**src/rtl/bipolarZsPkg.sv**
```systemverilog
package bipolarZsPkg;
  localparam int HDB3_SPAN = 4;
  localparam int B3ZS_SPAN = 3;
  localparam int MAX_CLEAR = HDB3_SPAN - 1;

  typedef struct packed {
    logic                 pulse;
    logic                 dataBit;
    logic                 lcv;
    logic [MAX_CLEAR-1:0] clearMask;
  } zsStrobes_t;
endpackage

```
**src/rtl/zsDecCtrl.sv**
```systemverilog
module zsDecCtrl
  import bipolarZsPkg::*;
(
  input  logic                 clk,
  input  logic                 rstN,
  input  logic                 hdb3Mode,
  input  logic                 decodeOff,
  input  logic                 railPos,
  input  logic                 railNeg,
  input  logic [MAX_CLEAR-1:0] recentPulse,
  output zsStrobes_t           strobes
);
  logic lastPos, seenPulse;
  logic pulse, both, single, repeatPol, leadOk, quietRun, active, subHit;
  logic [MAX_CLEAR-1:0] clrVec;

  always_comb begin
    pulse     = railPos | railNeg;
    both      = railPos & railNeg;
    single    = pulse & ~both;
    repeatPol = single & seenPulse & (railPos == lastPos);
    // zeros that must sit directly before a legal violation pulse
    leadOk    = hdb3Mode ? (recentPulse[1:0] == 2'b00) : ~recentPulse[0];
    // incoming zero that would extend the run past the legal length
    quietRun  = hdb3Mode ? (recentPulse[2:0] == 3'b000) : (recentPulse[1:0] == 2'b00);
    active    = ~decodeOff;
    subHit    = active & repeatPol & leadOk;
  end

  for (genvar k = 0; k < MAX_CLEAR; k++) begin : g_clr
    localparam bit IN_HDB3 = (k < HDB3_SPAN - 1);
    localparam bit IN_B3ZS = (k < B3ZS_SPAN - 1);
    assign clrVec[k] = subHit & (hdb3Mode ? IN_HDB3 : IN_B3ZS);
  end

  always_comb begin
    strobes.pulse     = pulse;
    strobes.dataBit   = pulse & ~subHit;
    strobes.lcv       = active & ((repeatPol & ~leadOk) | both |
                                  (~pulse & seenPulse & quietRun));
    strobes.clearMask = clrVec;
  end

  always_ff @(posedge clk) begin
    if (!rstN) begin
      lastPos   <= 1'b0;
      seenPulse <= 1'b0;
    end else begin
      if (single) lastPos <= railPos;
      if (pulse) seenPulse <= 1'b1;
    end
  end
endmodule

```
**src/rtl/zsDecPipe.sv**
```systemverilog
module zsDecPipe
  import bipolarZsPkg::*;
#(
  parameter int LATENCY = 4
) (
  input  logic                 clk,
  input  logic                 rstN,
  input  zsStrobes_t           strobes,
  output logic [MAX_CLEAR-1:0] recentPulse,
  output logic                 dataOut,
  output logic                 dataValid,
  output logic                 lcvOut
);
  localparam int LAST = LATENCY - 1;

  if (LATENCY < HDB3_SPAN) begin : g_bad
    $error("LATENCY must cover the longest substitution group");
  end

  logic [MAX_CLEAR-1:0] rawQ;
  logic [LATENCY-1:0]   datQ, lcvQ, vldQ;

  for (genvar k = 0; k < MAX_CLEAR; k++) begin : g_raw
    always_ff @(posedge clk) begin
      if (!rstN) rawQ[k] <= 1'b0;
      else if (k == 0) rawQ[k] <= strobes.pulse;
      else rawQ[k] <= rawQ[(k == 0) ? 0 : k-1];
    end
  end

  for (genvar k = 0; k < LATENCY; k++) begin : g_stage
    if (k == 0) begin : g_head
      always_ff @(posedge clk) begin
        if (!rstN) begin
          datQ[0] <= 1'b0; lcvQ[0] <= 1'b0; vldQ[0] <= 1'b0;
        end else begin
          datQ[0] <= strobes.dataBit;
          lcvQ[0] <= strobes.lcv;
          vldQ[0] <= 1'b1;
        end
      end
    end else if (k - 1 < MAX_CLEAR) begin : g_clearable
      always_ff @(posedge clk) begin
        if (!rstN) begin
          datQ[k] <= 1'b0; lcvQ[k] <= 1'b0; vldQ[k] <= 1'b0;
        end else begin
          datQ[k] <= datQ[k-1] & ~strobes.clearMask[k-1];
          lcvQ[k] <= lcvQ[k-1];
          vldQ[k] <= vldQ[k-1];
        end
      end
    end else begin : g_plain
      always_ff @(posedge clk) begin
        if (!rstN) begin
          datQ[k] <= 1'b0; lcvQ[k] <= 1'b0; vldQ[k] <= 1'b0;
        end else begin
          datQ[k] <= datQ[k-1];
          lcvQ[k] <= lcvQ[k-1];
          vldQ[k] <= vldQ[k-1];
        end
      end
    end
  end

  assign recentPulse = rawQ;
  assign dataOut     = datQ[LAST];
  assign lcvOut      = lcvQ[LAST];
  assign dataValid   = vldQ[LAST];
endmodule

```
**src/rtl/bipolarZsDecoder.sv**
```systemverilog
module bipolarZsDecoder
  import bipolarZsPkg::*;
#(
  parameter int LATENCY = 4
) (
  input  logic clk,
  input  logic rstN,
  input  logic hdb3Mode,
  input  logic decodeOff,
  input  logic railPos,
  input  logic railNeg,
  output logic dataOut,
  output logic dataValid,
  output logic lcvOut
);
  zsStrobes_t           strobes;
  logic [MAX_CLEAR-1:0] recentPulse;

  zsDecCtrl ctrl_i (
    .clk(clk), .rstN(rstN), .hdb3Mode(hdb3Mode), .decodeOff(decodeOff),
    .railPos(railPos), .railNeg(railNeg), .recentPulse(recentPulse),
    .strobes(strobes)
  );

  zsDecPipe #(.LATENCY(LATENCY)) pipe_i (
    .clk(clk), .rstN(rstN), .strobes(strobes), .recentPulse(recentPulse),
    .dataOut(dataOut), .dataValid(dataValid), .lcvOut(lcvOut)
  );
endmodule

```
**config.mk**
```make
export PLATFORM = sky130hd
export DESIGN_NAME = bipolarZsDecoder
export DESIGN_NICKNAME = d
export VERILOG_FILES = /design/src/rtl/bipolarZsPkg.sv /design/src/rtl/zsDecCtrl.sv /design/src/rtl/zsDecPipe.sv /design/src/rtl/bipolarZsDecoder.sv
export SDC_FILE = /design/constraint.sdc
export NUM_CORES = 1
export LEC_CHECK = 0
export ABC_AREA = 1
export ABC_CLOCK_PERIOD_IN_PS = 900
export BUFFER_PORTS_ARGS = -buffer_cell sky130_fd_sc_hd__buf_2
export CAP_MARGIN = 25
export CELL_PAD_IN_SITES_DETAIL_PLACEMENT = 1
export CELL_PAD_IN_SITES_GLOBAL_PLACEMENT = 2
export CORE_MARGIN = 1.5
export CORE_UTILIZATION = 27
export CTS_BUF_LIST = sky130_fd_sc_hd__clkbuf_16
export CTS_CLUSTER_DIAMETER = 120
export DETAILED_ROUTE_END_ITERATION = 10
export GPL_ROUTABILITY_DRIVEN = 0
export HOLD_SLACK_MARGIN = 0.03
export PLACE_DENSITY_LB_ADDON = 0.1
export SYNTH_ARGS = -nofsm -noshare
export SYNTH_HDL_FRONTEND = slang
export SYNTH_SLANG_ARGS = --single-unit
```
**constraint.sdc**
```tcl
create_clock -name clk -period 0.9 [get_ports clk]
set_input_delay 0.045 -clock clk [delete_from_list [all_inputs] [get_ports clk]]
set_output_delay 0.045 -clock clk [all_outputs]
set_load 0.05 [all_outputs]
```
==> results.yml, run 1 <==
outcome:
  outcome: "completed"
sta:
  finalHoldViolCount: 0
  unrepaired_setup_endpoints_after_global_routing: "yes"
  maxClockFrequency_mhz: 1150
  post-route-period-util: 0.966
  min_period_ns: 0.870
  maxSlewViolCount: 0
  setup_viol_count_final: 0
  final.setup.tns_ns: 0
  fin_worst_skew_ns: 0.00217
  max-slew-margin-rel: 0.836
  max_slew.worst_pin.slew_ns: 0.248
synth:
  compound_gate_fraction_of_synth_area: 0.0481
  ff_latch_count_synth: 17
  synth.avg_cell_area_um2: 8.31
  syn-num-nets: 80
  netlist_instances: 72
  ys_top_cells_by_area: "sky130_fd_sc_hd__dfxtp_1 57%, sky130_fd_sc_hd__nand2_1 12%, sky130_fd_sc_hd__inv_1 8.8%, sky130_fd_sc_hd__ha_1 4.2%, sky130_fd_sc_hd__nor2_1 3.8%"
  synth-main-ff-cell: "sky130_fd_sc_hd__dfxtp_1"
  postSynth.asyncResetShare: 0
  yosysSeqAreaShare: 0.569
  synth.mux.area_fraction: 0
  synth_adder_area_share: 0.0418
  yosys.area_share.xor_xnor: 0
  synth_top_cell_by_area: "sky130_fd_sc_hd__dfxtp_1"
  dominant_combinational_cell_family_by_area_after_synthesis: "simple AND/OR/NAND/NOR gates"
  yosys-top-cells-count: "19 x sky130_fd_sc_hd__nand2_1, 17 x sky130_fd_sc_hd__dfxtp_1, 14 x sky130_fd_sc_hd__inv_1"
  synth_warnings: 0
  number_of_synthesized_flops_with_an_enable_pin: 0
  synth_largest_type_area_fraction: 0.569
  area_of_the_mapped_netlist_um2: 598
  post_synthesis_cell_type_count: 14
  yosys.cell_count.top_type: "sky130_fd_sc_hd__nand2_1"
  synthSimpleGateAreaFrac: 0.222
critical_path:
  largest_stage_delay_on_the_critical_path_ns: 0.32
  critical_path.cell_chain: "nand2_1 -> inv_2 -> nand3_4 -> nor2_4 -> a21oi_2"
  critPathLaunchType: "flip-flop"
  critPathKind: "reg -> reg"
  worst_setup_path_end_kind: "flip-flop"
  worst_ep_required_time_ns: 1.03
  crit_arrival_ns: 1.00
  crit_path_max_fanout: 4
  worst_path_max_delay_cell: "sky130_fd_sc_hd__dfxtp_2"
global_routing:
  grt_max_degree: 13
  track_usage: 0.102
  antenna_found_initial: 0
  grt_pass1_wl_um: 1930
  first_global_vias: 470
  globalRouteOverflowTotal: 0
floorplanning:
  floorplan.die_area_um2: 2510
  effective_utilization_at_floorplan: 0.296
  pin_count: 9
  core.rowCount: 16
  fp.coreArea_um2: 2020
  die_width_um: 50.1
  die_height_um: 50.1
cts:
  worst_setup_hold_path_clk_slew_ns: 0.05
  clock_insertion_delay_at_the_later_pin_of_the_skew_report_ns: 0.24
  numCtsBuffers: 3
  numClockSinks: 17
  tritoncts: "done"
  htreeDepth: 1
  root_buffer: "sky130_fd_sc_hd__clkbuf_16"
  post-cts-setup-buffers: 0
  cts_buffer_depth: 2
place:
  place.port_buffers: 8
  dp.cells: 114
  hpwl_um: 803
route:
  post_drt_via_cell_ratio: 3.97
  detail_route.first_pass.iterations: 1
  wire_per_inst_um: 9.01
  totalWireLength_um: 1060
  final_antenna_net_count: 0
  drt_drc_violations_left: 0
  detailroute.via_count: 469
  detail_route.iter0.violations: 0
layout:
  area_growth_pct: 39.1
  diodes: 0
  instances_no_fill: 118
  utilization: 0.412
  post_route_cells_drive_above_1_share: 0.374
  fillCellCount: 247
  nets: 100
power_and_ir_drop:
  power_leakage_nw: 0.452
  power_density_nw_per_um2: 2200
  fin_total_pwr_mw: 1.83
  vdd_ir_drop_max_uv: 1010
min_path:
  worstHoldPathType: "in -> reg"
job:
  cap_violations: 0
[layout by cell type (no fill, tap or decap)]
cell                        count
sky130_fd_sc_hd__nand2_2        2
sky130_fd_sc_hd__a21oi_2        1
sky130_fd_sc_hd__nand3_1        1
sky130_fd_sc_hd__buf_4          8
sky130_fd_sc_hd__nor2_4         1
sky130_fd_sc_hd__nand3_4        1
sky130_fd_sc_hd__inv_2          3
sky130_fd_sc_hd__nor2_2         2
sky130_fd_sc_hd__dfxtp_1       13
sky130_fd_sc_hd__dfxtp_2        4
sky130_fd_sc_hd__clkbuf_16      3
sky130_fd_sc_hd__nand2_1       17
sky130_fd_sc_hd__a21oi_4        1
sky130_fd_sc_hd__nor2_1         6
sky130_fd_sc_hd__ha_1           2
sky130_fd_sc_hd__a21oi_1        2
sky130_fd_sc_hd__o21ai_1        1
sky130_fd_sc_hd__inv_1         15
sky130_fd_sc_hd__buf_2          8
[final cells by class]
cell class / count / area (um^2) / share of cell area
inverter: 17 / 63.8 / 0.0767
clock inverter: 1 / 3.75 / 0.00451
tap: 27 / 33.8 / 0.0406
sequential: 17 / 345 / 0.415
timing repair buffer: 16 / 100 / 0.120
multi-input combinational: 37 / 210 / 0.253
clock buffer: 3 / 75.1 / 0.0902
[layer usage]
layer	track usage	up-vias	part of all wire
met2	0.173	3	0.53
met1	0.121	220	0.43
met4	0.0556	0	0.011
li1	-	244	-
met5	0	-	0
met3	0.0182	2	0.024
[stage by stage]
step	worst slack [ns]	instance area, um^2	hold WS, ns
finish	0.0305	832	0.0431
global route	-0.0456	832	0.0504
CTS	0.000257	817	0.0562
detailed placement	-0.123	724	0.287
global placement	-0.0845	724	0.279
floorplan	0.0356	598	0.0727
[worst max-delay path: cells and delay by family (launching register included)]
family                 cells  cell delay [ns]
AO/OA/AOI/OAI              1             0.06
buffers and inverters      1             0.07
flip-flops                 1             0.32
AND/OR/NAND/NOR            3             0.31
[what timing repair did]
item,4_1_cts,5_1_grt
pin swaps,3,3
gates resized for setup,5,4
setup endpoints to repair,2,5
hold buffers,0,0
[report_power, final]
| group | internal (mW) | leakage (nW) | switching (mW) |
|---|---|---|---|
| Combinational | 0.0701 | 0.269 | 0.0862 |
| Clock | 0.589 | 0.0423 | 0.274 |
| Sequential | 0.792 | 0.141 | 0.0169 |
[cells by family after synthesis]
family / after synthesis
AO/OA/AOI/OAI: 5
adder cells (fa/ha/maj): 2
buffers and inverters: 18
flip-flops: 17
AND/OR/NAND/NOR: 30
[final timing paths]
| kind | startpoint | depth (start not counted) | slack [ns] | end |
|---|---|---|---|---|
| worst min-delay path | hdb3Mode | 2 | 0.04 | pipe_i.dataOut$_SDFF_PN0_ |
| worst max-delay path | ctrl_i.seenPulse$_SDFFE_PN0P_ | 5 | 0.03 | pipe_i.dataOut$_SDFF_PN0_ |
| worst min register to register | pipe_i.vldQ[1]$_SDFF_PN0_ | 2 | 0.41 | pipe_i.vldQ[2]$_SDFF_PN0_ |
| worst max register to register | ctrl_i.seenPulse$_SDFFE_PN0P_ | 5 | 0.03 | pipe_i.dataOut$_SDFF_PN0_ |
[state kept, by name, summed over array words and instances, names as in the netlist]
register and count:
ctrl_i.lastPos 1, ctrl_i.seenPulse 1, pipe_i.datQ 3, pipe_i.dataOut 1, pipe_i.dataValid 1, pipe_i.lcvOut 1
pipe_i.lcvQ 3, pipe_i.recentPulse 3, pipe_i.vldQ 3
Note: power is estimated with default switching activity, not from simulation.
==> run 2: changes to the inputs <==
--- a/config.mk
+++ b/config.mk
@@ -10,9 +10,9 @@
 export BUFFER_PORTS_ARGS = -buffer_cell sky130_fd_sc_hd__buf_2
 export CAP_MARGIN = 25
 export CELL_PAD_IN_SITES_DETAIL_PLACEMENT = 1
-export CELL_PAD_IN_SITES_GLOBAL_PLACEMENT = 2
+export CELL_PAD_IN_SITES_GLOBAL_PLACEMENT = 1
 export CORE_MARGIN = 1.5
-export CORE_UTILIZATION = 27
+export CORE_UTILIZATION = 31
 export CTS_BUF_LIST = sky130_fd_sc_hd__clkbuf_16
 export CTS_CLUSTER_DIAMETER = 120
 export DETAILED_ROUTE_END_ITERATION = 10
==> results.yml, run 2 (synthesis gave the netlist of run 1 again) <==
cts:
  cts_buffer_depth: 2
  tritoncts: "done"
  root_buffer: "sky130_fd_sc_hd__clkbuf_16"
  numCtsBuffers: 3
  cts.hold.buffers_added: 0
  clock_insertion_delay_at_the_later_pin_of_the_skew_report_ns: 0.24
  numClockSinks: 17
  htreeDepth: 1
  worst_setup_hold_path_clk_slew_ns: 0.05
  post-cts-setup-buffers: 0
global_routing:
  first_global_vias: 467
  globalRouteOverflowTotal: 0
  antenna_found_initial: 0
  grt_max_degree: 16
  grt_pass1_wl_um: 1770
  track_usage: 0.124
sta:
  unrepaired_setup_endpoints_after_global_routing: "yes"
  maxClockFrequency_mhz: 1150
  min_period_ns: 0.871
  maxSlewViolCount: 0
  setup_viol_count_final: 0
  max_slew.worst_pin.slew_ns: 0.267
  fin_worst_skew_ns: 0.00121
  max-slew-margin-rel: 0.822
  finalHoldViolCount: 0
  post-route-period-util: 0.967
  hold_slack_ns: 0.0390
layout:
  post_route_cells_drive_above_1_share: 0.318
  final_cell_mix: "19 x sky130_fd_sc_hd__nand2_1, 15 x sky130_fd_sc_hd__inv_1, 14 x sky130_fd_sc_hd__dfxtp_1, 8 x sky130_fd_sc_hd__buf_2, 6 x sky130_fd_sc_hd__nor2_1"
  nets: 97
  layout_commonest_cell: "sky130_fd_sc_hd__nand2_1"
  utilization: 0.445
  diodes: 0
  area_growth_pct: 31.4
  fillCellCount: 243
  final_area_um2: 786
floorplanning:
  effective_utilization_at_floorplan: 0.339
  core.rowCount: 15
  floorplan.die_area_um2: 2200
  die_height_um: 46.9
  fp.coreArea_um2: 1760
  pin_count: 9
  die_width_um: 46.9
route:
  detail_route.first_pass.iterations: 2
  post_drt_via_cell_ratio: 4.13
  totalWireLength_um: 1060
  detailroute.via_count: 467
  wire_per_inst_um: 9.38
  detail_route.iter0.violations: 1
  drt_drc_violations_left: 0
  final_antenna_net_count: 0
power_and_ir_drop:
  power_density_nw_per_um2: 2290
  internal_power_mw: 1.44
  power_leakage_nw: 0.436
  p_sw_frac: 0.200
  clkPwrFrac: 0.475
  power.switching_mw: 0.359
  seqPwrFrac: 0.449
  fraction_of_power_consumed_by_combinational_cells: 0.076
  vdd_ir_drop_max_uv: 1020
critical_path:
  crit_path_max_fanout: 4
  largest_stage_delay_on_the_critical_path_ns: 0.32
  critical_path.cell_chain: "nand2_1 -> inv_2 -> nand3_2 -> nor2_4 -> a21oi_2"
  worst_setup_path_end_kind: "flip-flop"
  worst_ep_required_time_ns: 1.03
  crit_arrival_ns: 1.01
  critPathKind: "reg -> reg"
  critPathLaunchType: "flip-flop"
  worst_path_max_delay_cell: "sky130_fd_sc_hd__dfxtp_2"
job:
  cap_violations: 0
outcome:
  outcome: "completed"
place:
  standard_cell_area_after_detailed_placement_um2: 699
  hpwl_um: 796
  place.port_buffers: 8
min_path:
  worstHoldPathType: "in -> reg"
## run 2: layout make-up
class / instances / area, um^2 / area share
sequential: 17 / 344 / 0.438
multi-input combinational: 37 / 190 / 0.242
timing repair buffer: 13 / 77.6 / 0.0987
clock buffer: 3 / 75.1 / 0.0955
inverter: 17 / 63.8 / 0.0812
tap: 25 / 31.3 / 0.0398
clock inverter: 1 / 3.75 / 0.00478
## run 2: worst max-delay path: cells and delay by family, from the launching register on
kind,cells,cell delay [ns]
AOI/OAI and AO/OA,1,0.06
and+or+nand+nor,3,0.33
DFF,1,0.32
buffers and inverters,1,0.05
## run 2: final timing paths
kind,start,to,slack (ns),cells after the start
worst max-delay path,ctrl_i.seenPulse$_SDFFE_PN0P_,pipe_i.dataOut$_SDFF_PN0_,0.03,5
worst min-delay path,hdb3Mode,pipe_i.dataOut$_SDFF_PN0_,0.04,2
worst max register to register,ctrl_i.seenPulse$_SDFFE_PN0P_,pipe_i.dataOut$_SDFF_PN0_,0.03,5
worst min register to register,pipe_i.lcvQ[1]$_SDFF_PN0_,pipe_i.lcvQ[2]$_SDFF_PN0_,0.41,2
## run 2: what timing repair did
item	in CTS	in global routing
resized for setup	2	2
endpoints found under the setup margin	3	5
pin swaps	3	3
## run 2: layer usage
metal | global-route usage | share of wire
met1 | 0.103 | 0.41
met5 | 0 | 0
met3 | 0.0346 | 0.031
met2 | 0.230 | 0.52
met4 | 0.117 | 0.036
## run 2: power groups by stage
stage          Clock [mW]  Sequential [mW]  Combinational (mW)
5_1_grt             0.919            0.810               0.155
2_1_floorplan           0            0.826              0.0745
6_report            0.853            0.807               0.136
3_3_place_gp            0            0.819               0.135
3_5_place_dp            0            0.820               0.138
4_1_cts             0.884            0.806               0.140
## run 2: per-stage QoR
| step | TNS (ns) | std cells | setup WS (ns) | power (mW) |
|---|---|---|---|---|
| after detailed placement | -0.484 | 109 | -0.129 | 0.958 |
| after global placement | -0.352 | 109 | -0.0921 | 0.954 |
| after global routing | -0.129 | 113 | -0.0314 | 1.88 |
| final | 0 | 113 | 0.0293 | 1.80 |
| after CTS | 0 | 113 | 0.00212 | 1.83 |
| after floorplan | 0 | 72 | 0.0356 | 0.900 |
